`src/rtl/smm_pkg.sv`:
```
`timescale 1ns/1ps
package smm_pkg;
  typedef enum logic [2:0] {
    ST_RUN, ST_DRAIN, ST_SAVE, ST_HANDLER, ST_RESTORE, ST_SHUT
  } smm_state_e;

  localparam logic [1:0] MODE_REAL = 2'd0;
endpackage

```
`src/rtl/smm_event_arb.sv`:
```
`timescale 1ns/1ps
module smm_event_arb (
  input  logic en,
  input  logic brk,
  input  logic boundary,
  input  logic smi_any,
  input  logic dbg,
  input  logic irq,
  input  logic rsm,
  output logic take_smi,
  output logic take_dbg,
  output logic take_irq,
  output logic inv_op
);
  logic window;

  always_comb begin
    window   = en & brk;
    take_smi = window & smi_any;
    take_dbg = window & ~smi_any & dbg;
    take_irq = window & ~smi_any & ~dbg & irq;
    inv_op   = en & boundary & rsm & ~take_smi;
  end
endmodule

```
`src/rtl/smm_pend_latch.sv`:
```
`timescale 1ns/1ps
module smm_pend_latch (
  input  logic clk,
  input  logic rst_n,
  input  logic set,
  input  logic consume,
  output logic q
);
  logic q_d;

  always_comb begin
    q_d = q;
    if (consume)  q_d = 1'b0;
    else if (set) q_d = 1'b1;
  end

  always_ff @(posedge clk or negedge rst_n) begin
    if (!rst_n) q <= 1'b0;
    else        q <= q_d;
  end

  // a held request survives extra arrivals until it is consumed
  p_hold_r4: assert property (@(posedge clk) disable iff (!rst_n)
    q && !consume |=> q);
endmodule

```
`src/rtl/smm_state_check.sv`:
```
`timescale 1ns/1ps
module smm_state_check #(
  parameter int BASE_W      = 32,
  parameter int ALIGN_BYTES = 32768
) (
  input  logic [BASE_W-1:0] base,
  input  logic              pg,
  input  logic              pe,
  input  logic              nw,
  input  logic              cd,
  output logic              bad
);
  localparam int ALIGN_LSB = $clog2(ALIGN_BYTES);

  logic misaligned, cr0_illegal;

  always_comb begin
    misaligned  = |base[ALIGN_LSB-1:0];
    cr0_illegal = (pg & ~pe) | (nw & ~cd);
    bad         = misaligned | cr0_illegal;
  end
endmodule

```
`src/rtl/smm_sequencer.sv`:
```
`timescale 1ns/1ps
module smm_sequencer import smm_pkg::*; #(
  parameter int              BASE_W      = 32,
  parameter int              ALIGN_BYTES = 32768,
  parameter logic [BASE_W-1:0] BASE_RESET = 32'h0003_0000
) (
  input  logic              clk,
  input  logic              rst_n,
  input  logic              insn_boundary,
  input  logic              cpu_halted,
  input  logic [1:0]        cur_mode,
  input  logic              smi_req,
  input  logic              dbg_req,
  input  logic              ext_irq_req,
  input  logic              nmi,
  input  logic              rsm_exec,
  input  logic              stores_pending,
  input  logic              wbuf_empty,
  input  logic              wr_inflight,
  input  logic              rdy,
  input  logic              brdy,
  input  logic              save_done,
  input  logic              restore_done,
  input  logic [BASE_W-1:0] rs_base,
  input  logic              rs_pg,
  input  logic              rs_pe,
  input  logic              rs_nw,
  input  logic              rs_cd,
  input  logic              rs_halt_slot,
  input  logic              rs_io_slot,
  output logic              take_smi,
  output logic              take_dbg,
  output logic              take_irq,
  output logic              invalid_opcode,
  output logic              irq_block,
  output logic              smiact,
  output logic              save_req,
  output logic              restore_req,
  output logic              smi_pending,
  output logic [BASE_W-1:0] smm_base,
  output logic              shutdown,
  output logic              shutdown_cycle,
  output logic              resume_valid,
  output logic [1:0]        resume_mode,
  output logic              redo_halt,
  output logic              redo_io
);
  smm_state_e state_q, state_d;
  logic              drained, in_run, bad_state;
  logic              ld_entry, ld_resume, fail_resume;
  logic [1:0]        mode_saved_q, resume_mode_q;
  logic              halt_saved_q;
  logic [BASE_W-1:0] base_q;
  logic              resume_q, redo_h_q, redo_io_q, shutcyc_q;

  assign in_run  = (state_q == ST_RUN);
  assign drained = ~stores_pending & wbuf_empty & (~wr_inflight | rdy | brdy);

  smm_event_arb u_arb (
    .en       (in_run),
    .brk      (insn_boundary | cpu_halted),
    .boundary (insn_boundary),
    .smi_any  (smi_req | smi_pending),
    .dbg      (dbg_req),
    .irq      (ext_irq_req),
    .rsm      (rsm_exec),
    .take_smi (take_smi),
    .take_dbg (take_dbg),
    .take_irq (take_irq),
    .inv_op   (invalid_opcode)
  );

  smm_pend_latch u_pend (
    .clk     (clk),
    .rst_n   (rst_n),
    .set     (smi_req & ~take_smi),
    .consume (take_smi),
    .q       (smi_pending)
  );

  smm_state_check #(.BASE_W(BASE_W), .ALIGN_BYTES(ALIGN_BYTES)) u_chk (
    .base (rs_base),
    .pg   (rs_pg),
    .pe   (rs_pe),
    .nw   (rs_nw),
    .cd   (rs_cd),
    .bad  (bad_state)
  );

  // next-state logic
  always_comb begin
    state_d = state_q;
    case (state_q)
      ST_RUN:     if (take_smi)                  state_d = ST_DRAIN;
      ST_DRAIN:   if (drained)                   state_d = ST_SAVE;
      ST_SAVE:    if (save_done)                 state_d = ST_HANDLER;
      ST_HANDLER: if (insn_boundary && rsm_exec) state_d = ST_RESTORE;
      ST_RESTORE: if (restore_done)              state_d = bad_state ? ST_SHUT : ST_RUN;
      ST_SHUT:    if (nmi)                       state_d = ST_RUN;
      default:                                   state_d = ST_RUN;
    endcase
  end

  always_comb begin
    ld_entry    = take_smi;
    ld_resume   = (state_q == ST_RESTORE) & restore_done & ~bad_state;
    fail_resume = (state_q == ST_RESTORE) & restore_done & bad_state;
  end

  always_ff @(posedge clk or negedge rst_n) begin
    if (!rst_n) state_q <= ST_RUN;
    else        state_q <= state_d;
  end

  // context captured at entry
  always_ff @(posedge clk or negedge rst_n) begin
    if (!rst_n) begin
      mode_saved_q <= MODE_REAL;
      halt_saved_q <= 1'b0;
    end else if (ld_entry) begin
      mode_saved_q <= cur_mode;
      halt_saved_q <= cpu_halted;
    end
  end

  // state loaded on a good resume
  always_ff @(posedge clk or negedge rst_n) begin
    if (!rst_n) begin
      base_q        <= BASE_RESET;
      resume_mode_q <= MODE_REAL;
    end else if (ld_resume) begin
      base_q        <= rs_base;
      resume_mode_q <= mode_saved_q;
    end
  end

  always_ff @(posedge clk or negedge rst_n) begin
    if (!rst_n) begin
      resume_q  <= 1'b0;
      redo_h_q  <= 1'b0;
      redo_io_q <= 1'b0;
      shutcyc_q <= 1'b0;
    end else begin
      resume_q  <= ld_resume;
      redo_h_q  <= ld_resume & halt_saved_q & rs_halt_slot;
      redo_io_q <= ld_resume & rs_io_slot;
      shutcyc_q <= fail_resume;
    end
  end

  always_comb begin
    smiact         = (state_q == ST_SAVE) | (state_q == ST_HANDLER) | (state_q == ST_RESTORE);
    irq_block      = smiact | (state_q == ST_DRAIN);
    save_req       = (state_q == ST_SAVE);
    restore_req    = (state_q == ST_RESTORE);
    shutdown       = (state_q == ST_SHUT);
    shutdown_cycle = shutcyc_q;
    smm_base       = base_q;
    resume_valid   = resume_q;
    resume_mode    = resume_mode_q;
    redo_halt      = redo_h_q;
    redo_io        = redo_io_q;
  end

  // an SMI at a RUN boundary wins over the other requests
  p_prio_r1: assert property (@(posedge clk) disable iff (!rst_n)
    (state_q == ST_RUN) && (insn_boundary || cpu_halted) && smi_req
      |-> take_smi && !take_dbg && !take_irq);

  // SMM activity starts only after the store path is empty
  p_drain_r2: assert property (@(posedge clk) disable iff (!rst_n)
    $rose(smiact) |-> $past(!stores_pending && wbuf_empty && (!wr_inflight || rdy || brdy)));

  // no ordinary interrupt is taken in SMM
  p_block_r3: assert property (@(posedge clk) disable iff (!rst_n)
    smiact |-> irq_block && !take_dbg && !take_irq);

  // an invalid resume leaves the mode untouched
  p_invop_r5: assert property (@(posedge clk) disable iff (!rst_n)
    invalid_opcode |=> !smiact && !shutdown);

  // shutdown follows only a completed restore
  p_shut_r6: assert property (@(posedge clk) disable iff (!rst_n)
    $rose(shutdown) |-> $past(restore_req && restore_done));

  // only NMI leaves shutdown
  p_shuthold_r7: assert property (@(posedge clk) disable iff (!rst_n)
    shutdown && !nmi |=> shutdown);

  // halt restart only with a resume
  p_redoh_r8: assert property (@(posedge clk) disable iff (!rst_n)
    redo_halt |-> resume_valid);

  // I/O restart only with a resume
  p_redoio_r9: assert property (@(posedge clk) disable iff (!rst_n)
    redo_io |-> resume_valid);

  // the base moves only on a good resume
  p_base_r10: assert property (@(posedge clk) disable iff (!rst_n)
    !$stable(smm_base) |-> resume_valid);

  // the save request is held until done
  p_save_r12: assert property (@(posedge clk) disable iff (!rst_n)
    save_req && !save_done |=> save_req);

  // SMM stays active until the restore completes
  p_act_r13: assert property (@(posedge clk) disable iff (!rst_n)
    smiact && !(restore_req && restore_done) |=> smiact);
endmodule

```
`config.mk`:
```
export PLATFORM = sky130hd
export DESIGN_NAME = smm_sequencer
export DESIGN_NICKNAME = d
export VERILOG_FILES = /design/src/rtl/smm_pkg.sv /design/src/rtl/smm_event_arb.sv /design/src/rtl/smm_pend_latch.sv /design/src/rtl/smm_state_check.sv /design/src/rtl/smm_sequencer.sv
export SDC_FILE = /design/constraint.sdc
export NUM_CORES = 1
export LEC_CHECK = 0
export ABC_AREA = 1
export BUFFER_PORTS_ARGS = -buffer_cell sky130_fd_sc_hd__buf_2
export CORE_ASPECT_RATIO = 2
export CORE_MARGIN = 5
export CORE_UTILIZATION = 29
export DETAILED_ROUTE_END_ITERATION = 7
export HOLD_SLACK_MARGIN = 0.08
export SLEW_MARGIN = 15
export SYNTH_ARGS = -nofsm -noshare
export SYNTH_HDL_FRONTEND = slang
export SYNTH_SLANG_ARGS = --single-unit
export TNS_END_PERCENT = 20
```
`constraint.sdc`:
```
create_clock -name clk -period 2.6 [get_ports clk]
set_input_delay 0.26 -clock clk [delete_from_list [all_inputs] [get_ports clk]]
set_output_delay 0.26 -clock clk [all_outputs]
set_load 0.03 [all_outputs]
```
==> results_dict.tcl, run 1 <==
set metrics [dict create \
    clk_latency_ps 280 \
    rsz0062_at_grt "no" \
    yosysUniqueCellTypes 21 \
    period_minus_slack_ps 1960 \
    antenna_found_initial 0 \
    fillCellCount 714 \
    track_usage 0.124 \
    status "completed" \
    dp_hpwl_mm 3.95 \
    reg2reg_to "smm_base[19]" \
    peakVddDrop_mv 0.554 \
    fin_hold_ws_ps 134 \
    skew_ps 5.12 \
    grt_pass1_wl_mm 8.28 \
    synth_area_um2 1990 \
    post-route-drc-count 0 \
    fp-row-count 42 \
    synthesis.instances 246 \
    viasPerCell 4.15 \
    syn_to_final_growth_pct 35.5 \
    io_buffer_count 103 \
    drt-wirelength-per-cell_um 11.5 \
    die-area_um2 8730 \
    cts_buffers 5 \
    worstRegToRegCells 7 \
    placeableCoreArea_um2 6670 \
    syn-num-nets 302 \
    p_leak_nw 1.67 \
    path_delay_family "flip-flops" \
    slew_headroom 0.356 \
    critical_path_class "flop to output pin" \
    maxCapViolCount 0 \
    io_pins 104 \
    gp_congestion 0.806 \
    floorplan.initialDensity 0.298 \
    wirelength_mm 5.05 \
    path_cells "nor4_2 > o21ai_1 > inv_2 > buf_2" \
    finalInstanceArea_um2 2700 \
    cpPeakStageDelay_ps 510 \
    ant_nets 0 \
    finalSetupViolCount 0 \
    dr_total_vias 1818 \
    start_kind "flop" \
    hold_viol 0 \
    reg2reg_slack_ps 930 \
    hp-class "primary input to asynchronous set/reset pin" \
    yosys_warnings 0 \
    clkSlewWorstSetupHoldPaths_ps 60 \
    path_depth 4 \
    cp_max_fo 9 \
    die_w_um 68.6 \
    path_buf_inv 2 \
    synth-seq-area-share 0.567 \
    fp.dieH_um 127 \
    syn_area_per_cell_um2 8.10 \
    htree_num_levels 2 \
    num_antenna_cells 0 \
    grt-ovfl-total 0 \
    worst_slack_ps 637 \
    drt_iter0_drc 42 \
    cp-end-kind "output pin" \
    most-common-layout-cells "103 x buf_2, 100 x nand2_1, 43 x dfrtp_1, 37 x nor2_1, 33 x inv_1" \
    ctsResizeCount 0 \
    layout.nets 405 \
    ys_seq_elements 45 \
    crit_slowest_cell "dfrtp_1" \
    tritoncts "done" \
    clkSinkCount 45 \
    drive_above_1_share 0.340 \
    final_common_cell "buf_2" \
    drt_pass1_iterations 4 \
    setup-tns-final_ps 0 \
    timing.final.crit_share 0.755 \
    post_cts_buffers 0 \
    postCtsHoldBufs 0 \
    clock_path_buffers 2 \
    cts_root_buffer "clkbuf_16" \
    grt_pass1_vias 1879 \
    r2r_start "state_q[1]" \
    grt_max_degree 46 \
    cp.required_ps 2340 \
    slew_violations 0 \
    pre_cts_ws_ps 902 \
    crit_arrival_ps 1700 \
    worstMarginPinSlew_ps 966 \
    max_freq_mhz 510 \
    p_per_area_nw_per_um2 737 \
    dpl_cell_area_um2 2560 \
]
## cell usage after synthesis
library cell,number,area [um^2]
nor4_2,1,12.5
nor2_8,1,20.0
buf_6,3,33.8
o21ai_1,1,5.00
dfrtp_1,43,1080
nand2_1,100,375
buf_4,3,22.5
nand3_1,6,30.0
o21ai_0,4,20.0
buf_2,2,10.0
nand4_1,1,6.26
clkinv_2,1,5.00
nand2_4,1,11.3
nand4_2,1,12.5
nor2_1,37,139
and2_1,1,6.26
inv_1,33,124
nor2_4,1,11.3
nor3_1,3,15.0
inv_2,1,3.75
dfstp_2,2,52.6
## layout make-up
class / instances / area (um^2) / area share
repair buffers: 104 / 523 / 0.194
well taps: 88 / 110 / 0.0408
clock buffers: 7 / 133 / 0.0491
multi-input cells: 158 / 664 / 0.246
inverters: 35 / 133 / 0.0491
clock inverters: 1 / 7.51 / 0.00278
flip-flops and latches: 45 / 1130 / 0.418
## logic make-up after synthesis
group | share of synthesized area
flops | 0.567
simple gates | 0.321
buf+inv | 0.0999
compound gates | 0.0126
## metal layers
layer	routed length [um]	share of wire	track usage	vias to the layer above
met5	0	0	0	-
met4	138	0.027	0.0551	0
met3	410	0.081	0.0325	12
met2	2800	0.55	0.230	73
met1	1710	0.34	0.120	804
li1	-	-	-	929
## where the power goes
group | internal, mW | switching, mW | total (mW)
Clock | 0.357 | 0.247 | 0.603
Sequential | 0.753 | 0.0890 | 0.842
Combinational | 0.186 | 0.357 | 0.543
Total | 1.30 | 0.693 | 1.99
## through the flow
step | cells | util | total power [mW]
6_report | 438 | 0.404 | 1.99
2_1_floorplan | 246 | - | 1.25
5_1_grt | 438 | 0.404 | 2.13
3_3_place_gp | 430 | 0.383 | 1.40
4_1_cts | 438 | 0.404 | 2.01
3_5_place_dp | 430 | 0.383 | 1.40
## sequential cells by signal (all words and copies together) (netlist names)
register        count
state_q             3
shutdown_cycle      1
resume_valid        1
redo_io             1
halt_saved_q        1
mode_saved_q        2
smm_base           32
u_pend.q            1
resume_mode         2
redo_halt           1
## worst max path at each step
stage                from           end  slack (ps)
4_1_cts        state_q[2]      take_smi         620
3_5_place_dp   state_q[1]  smm_base[19]         900
5_1_grt        state_q[2]      take_smi         560
3_3_place_gp   state_q[2]      take_smi         950
2_1_floorplan  state_q[2]    state_q[0]         980
6_report       state_q[2]      take_smi         640
Power figures use the tool's default switching activity.
==> run 2, diff against run 1 <==
==> constraint.sdc (replaced) <==
create_clock -name clk -period 1.6 [get_ports clk]
set_input_delay 0.16 -clock clk [delete_from_list [all_inputs] [get_ports clk]]
set_output_delay 0.16 -clock clk [all_outputs]
set_load 0.03 [all_outputs]
==> run 2 against run 1 <==
Clock-buffer cell count up 1. Core utilization up 4.7 points. Via count up 7.0%. Worst setup slack worse by 630 ps. Non-clock buffer count up 27. Combinational power up 140%. Final cell count up 6.2%.
==> results_dict.tcl, run 2 (synthesis results as in run 1) <==
set metrics [dict create \
    pre_cts_ws_ps 24.7 \
    slew_violations 0 \
    grt-ovfl-total 0 \
    grt_max_degree 29 \
    rsz0062_at_grt "yes" \
    gp_congestion 0.842 \
    crit_slowest_cell "dfrtp_2" \
    slew_headroom 0.712 \
    placeableCoreArea_um2 6670 \
    htree_num_levels 2 \
    fillCellCount 706 \
    syn_to_final_growth_pct 51.3 \
    grt_pass1_wl_mm 8.61 \
    dr_wl_met3_um 372 \
    clock_path_buffers 2 \
    largest_reg_flops 32 \
    fp-row-count 42 \
    drt-wirelength-per-cell_um 11.5 \
    wl_met2_mm 2.96 \
    max_freq_mhz 627 \
    cpMostUsedCell "buf_4" \
    grt_pass1_vias 1980 \
    drt_iter0_drc 99 \
    most-common-layout-cells "100 x nand2_1, 97 x buf_2, 40 x dfrtp_1, 36 x nor2_1, 31 x inv_1" \
    period_minus_slack_ps 1590 \
    dpl_cell_area_um2 2640 \
    cts_buffers 5 \
    final_common_cell "nand2_1" \
    drive_above_1_share 0.374 \
    critical_path_class "flop to output pin" \
    switching_share 0.340 \
    num_antenna_cells 0 \
    cp-end-kind "output pin" \
    tritoncts "done" \
    floorplan.initialDensity 0.298 \
    cts_root_buffer "clkbuf_16" \
    finalPower_mw 3.59 \
    fp.dieH_um 127 \
    timing.final.crit_share 0.997 \
    die_w_um 68.6 \
    finalInstanceArea_um2 3010 \
    cp_max_fo 4 \
    maxCapViolCount 0 \
    top_layer "met4" \
    pwr-share-seq 0.363 \
    final-seq-area_um2 1130 \
    antenna_found_initial 0 \
    worst_slack_ps 5.39 \
    drt_pass1_iterations 4 \
    worstMarginPinSlew_ps 433 \
    p_int_mw 2.37 \
    path_buf_inv 2 \
    dp_hpwl_mm 4.14 \
    clk_latency_ps 280 \
    p_comb_frac 0.367 \
    cpPeakStageDelay_ps 440 \
    clkPwrFrac 0.270 \
    p_sw_mw 1.22 \
    io_buffer_count 103 \
    finalSetupViolCount 0 \
    peakVddDrop_mv 1.07 \
    layout.nets 432 \
    start_kind "flop" \
    crit_arrival_ps 1430 \
    p_per_area_nw_per_um2 1190 \
    ant_nets 0 \
    post-route-drc-count 0 \
    viasPerCell 4.18 \
    drt-met1-wl_mm 1.84 \
    p_leak_nw 1.81 \
    io_pins 104 \
    skew_ps 5.77 \
    die-area_um2 8730 \
    path_cells "buf_4 > nor3_2 > o21ai_1 > nor2_1 > buf_4" \
    hold_viol 0 \
    status "completed" \
    path_delay_family "flip-flops" \
    dr_total_vias 1945 \
    hp-class "primary input to flop" \
    clkSlewWorstSetupHoldPaths_ps 60 \
    cp.required_ps 1440 \
    track_usage 0.130 \
    wirelength_mm 5.36 \
    multi_input_area_um2 692 \
    clkSinkCount 45 \
]
## run 2: cell count changes in the layout (fill, tap and decap cells not counted), moves of 3 or more
cell and delta:
dfrtp_2 +3, buf_6 +3, dfrtp_1 -3, buf_2 -6, dlygate4sd3_1 +12, buf_4 +16
## run 2: repair_timing
| item | in CTS | in global routing |
|---|---|---|
| pin swaps | 1 | 3 |
| setup buffers | 4 | 4 |
| endpoints found under the setup margin | 7 | 33 |
| resized for setup | 12 | 11 |
| hold endpoints to repair | 28 | 0 |
| hold buffers | 12 | 0 |
## run 2: final timing paths
| kind | startpoint | end | slack (ps) | depth (start not counted) |
|---|---|---|---|---|
| hold / removal | rs_base[30] | smm_base[30] | 80 | 3 |
| max in group asynchronous | rst_n | smm_base[16] | 690 | 3 |
| setup reg to reg | state_q[0] | resume_mode[1] | 120 | 8 |
| hold reg to reg | smm_base[17] | smm_base[17] | 470 | 2 |
| min in group asynchronous | rst_n | smm_base[21] | 350 | 2 |
| setup / recovery | state_q[2] | invalid_opcode | 5 | 5 |
## run 2: area by class of cell
| type | instances | area share |
|---|---|---|
| Clock buffer | 8 | 0.0452 |
| Multi-Input combinational cell | 158 | 0.230 |
| Sequential cell | 45 | 0.376 |
| Tap cell | 88 | 0.0365 |
| Timing Repair Buffer | 131 | 0.268 |
| Inverter | 35 | 0.0452 |
## run 2: power groups by stage
stage | combinational [mW] | clock [mW] | sequential (mW)
after floorplan | 0.735 | 0 | 1.31
after global placement | 1.02 | 0 | 1.34
after detailed placement | 1.03 | 0 | 1.35
after CTS | 1.24 | 1.01 | 1.31
after global routing | 1.46 | 1.05 | 1.31
final | 1.32 | 0.970 | 1.30
## run 2: metrics by stage
step	hold WS [ps]	TNS [ps]	cells	utilization
finish	83.5	0	465	0.452
global route	91.1	-258	465	0.452
CTS	80.9	0	461	0.444
detailed placement	121	0	437	0.395
global placement	113	0	437	0.395
floorplan	-136	0	246	-
## run 2: layer usage
metal,global-route usage,vias to the layer above
li1,-,982
met1,0.129,873
met2,0.235,76
met3,0.0272,14
met4,0.0739,0
met5,0,-
## run 2: tightest hold or removal path, delay by kind of cell
family                 cells  cell delay (ps)
and+or+nand+nor            2               90
buffers and inverters      1               70
==> run 3, diff against run 2 <==
--- a/config.mk
+++ b/config.mk
@@ -9,9 +9,11 @@
 export BUFFER_PORTS_ARGS = -buffer_cell sky130_fd_sc_hd__buf_2
 export CORE_ASPECT_RATIO = 2
 export CORE_MARGIN = 5
-export CORE_UTILIZATION = 29
+export CORE_UTILIZATION = 40
+export CTS_BUF_LIST = sky130_fd_sc_hd__clkbuf_8 sky130_fd_sc_hd__clkbuf_16
 export DETAILED_ROUTE_END_ITERATION = 7
 export HOLD_SLACK_MARGIN = 0.08
+export PLACE_DENSITY = 0.75
 export SLEW_MARGIN = 15
 export SYNTH_ARGS = -nofsm -noshare
 export SYNTH_HDL_FRONTEND = slang
==> run 3 against run 2 <==
The flow now finishes with violations (setup timing). Largest power group unchanged. Final area increased by 3.2%. Critical path depth unchanged. Worst setup slack got worse by 23 ps. Via count increased by 4.8%. Sequential power about the same. Clock-buffer cell count decreased by 2. Core utilization increased by 19 points.
==> results_dict.tcl, run 3 (synthesis results as in run 1) <==
set metrics [dict create \
    status "finished with violations" \
    violations "setup timing" \
    multi_input_area_um2 721 \
    crit_slowest_cell "dfrtp_2" \
    reg2reg_slack_ps 100 \
    final-seq-area_um2 1130 \
    path_cells "buf_4 > nor3_4 > inv_2 > nand3_1 > buf_6" \
    post-route-drc-count 0 \
    grt-ovfl-total 0 \
    rsz0062_at_grt "yes" \
    max_freq_mhz 618 \
    dr_total_vias 2038 \
    track_usage 0.172 \
    dp_hpwl_mm 4.00 \
    die_w_um 59.9 \
    drt-wirelength-per-cell_um 12.8 \
    fp-row-count 36 \
    hp-class "primary input to flop" \
    period_minus_slack_ps 1620 \
    clkSlewWorstSetupHoldPaths_ps 90 \
    cts_buffers 5 \
    fp.dieH_um 110 \
    num_antenna_cells 0 \
    cpPeakStageDelay_ps 470 \
    htree_num_levels 2 \
    drive_above_1_share 0.391 \
    die-area_um2 6580 \
    io_buffer_count 103 \
    skew_ps 5.18 \
    timing.final.crit_share 1.01 \
    critical_path_class "flop to output pin" \
    finish.utilization 0.640 \
    clkSinkCount 45 \
    start_kind "flop" \
    cp.required_ps 1440 \
    cp_max_fo 4 \
    syn_to_final_growth_pct 56.2 \
    maxCapViolCount 0 \
    floorplan.initialDensity 0.409 \
    clock_path_buffers 2 \
    worstMarginPinSlew_ps 485 \
    fillCellCount 434 \
    cp-end-kind "output pin" \
    grt_pass1_wl_mm 8.60 \
    layout.nets 444 \
    clk_latency_ps 290 \
    slew_headroom 0.677 \
    largest_reg_flops 32 \
    crit_arrival_ps 1460 \
    finalSetupViolCount 3 \
    worst_slack_ps -17.3 \
    grt_pass1_vias 1968 \
    drt_pass1_iterations 4 \
    p_leak_nw 1.87 \
    peakVddDrop_mv 1.44 \
    cts_root_buffer "clkbuf_8" \
    io_pins 104 \
    most-common-layout-cells "99 x nand2_1, 96 x buf_2, 40 x dfrtp_1, 33 x nor2_1, 31 x inv_1" \
    placeableCoreArea_um2 4860 \
    p_per_area_nw_per_um2 1180 \
    tritoncts "done" \
    slew_violations 0 \
    gp_congestion 0.923 \
    antenna_found_initial 0 \
    ant_nets 0 \
    fin_hold_ws_ps 125 \
    drt_iter0_drc 61 \
    wirelength_mm 5.71 \
    finalPower_mw 3.68 \
    viasPerCell 4.57 \
    final_common_cell "nand2_1" \
    grt_max_degree 27 \
    hold_viol 0 \
]
## run 3: changes by cell type in the layout (fill, tap and decap cells not counted), moves of 3 or more
| cell | delta |
|---|---|
| nor2_2 | +3 |
| nor2_1 | -3 |
| dlygate4sd3_1 | +11 |
| clkbuf_8 | +6 |
| clkbuf_16 | -5 |
| clkbuf_1 | -3 |
## run 3: critical path, delay by kind of cell, from the launching register on
family,cells,cell delay [ps]
simple gates,2,300
flops,1,470
buf+inv,3,390
## run 3: final timing paths
kind,from,cells past startpoint,to
max,state_q[2],5,irq_block
min,smi_req,3,u_pend.q
max reg2reg,state_q[2],8,state_q[0]
min reg2reg,smm_base[16],2,smm_base[16]
max in group asynchronous,rst_n,3,smm_base[16]
min in group asynchronous,rst_n,2,smm_base[25]
## run 3: area by class of cell
type	instances	share of cell area
clock buffers	6	0.0265
clock inverters	2	0.0121
inverters	35	0.0426
multi-input cells	158	0.232
flip-flops and latches	45	0.364
well taps	57	0.0229
repair buffers	143	0.300
## run 3: metal layers
metal,track usage,part of all wire
met1,0.174,0.35
met2,0.317,0.54
met5,0,0
met4,0.0872,0.036
met3,0.0364,0.078
## run 3: power breakdown
group / leakage (nW) / switching [mW] / internal (mW) / total (mW)
registers: 0.527 / 0.0984 / 1.23 / 1.33
clock network: 0.0574 / 0.385 / 0.508 / 0.893
logic: 1.28 / 0.842 / 0.614 / 1.46
## run 3: repair_timing
action | 4_1_cts | 5_1_grt
hold buffers | 23 | 0
setup buffers | 7 | 3
resized for setup | 13 | 18
endpoints found under the hold margin | 41 | 0
endpoints found under the setup margin | 6 | 14
pin swaps | 0 | 5
## run 3: through the flow
stage	setup TNS, ps	instances	instance area (um^2)	setup slack [ps]
floorplan	0	246	1990	149
global placement	0	405	2590	99.4
detailed placement	0	405	2590	46.3
CTS	-22.8	443	3030	-12.7
global route	-481	446	3110	-102
finish	-38.6	446	3110	-17.3
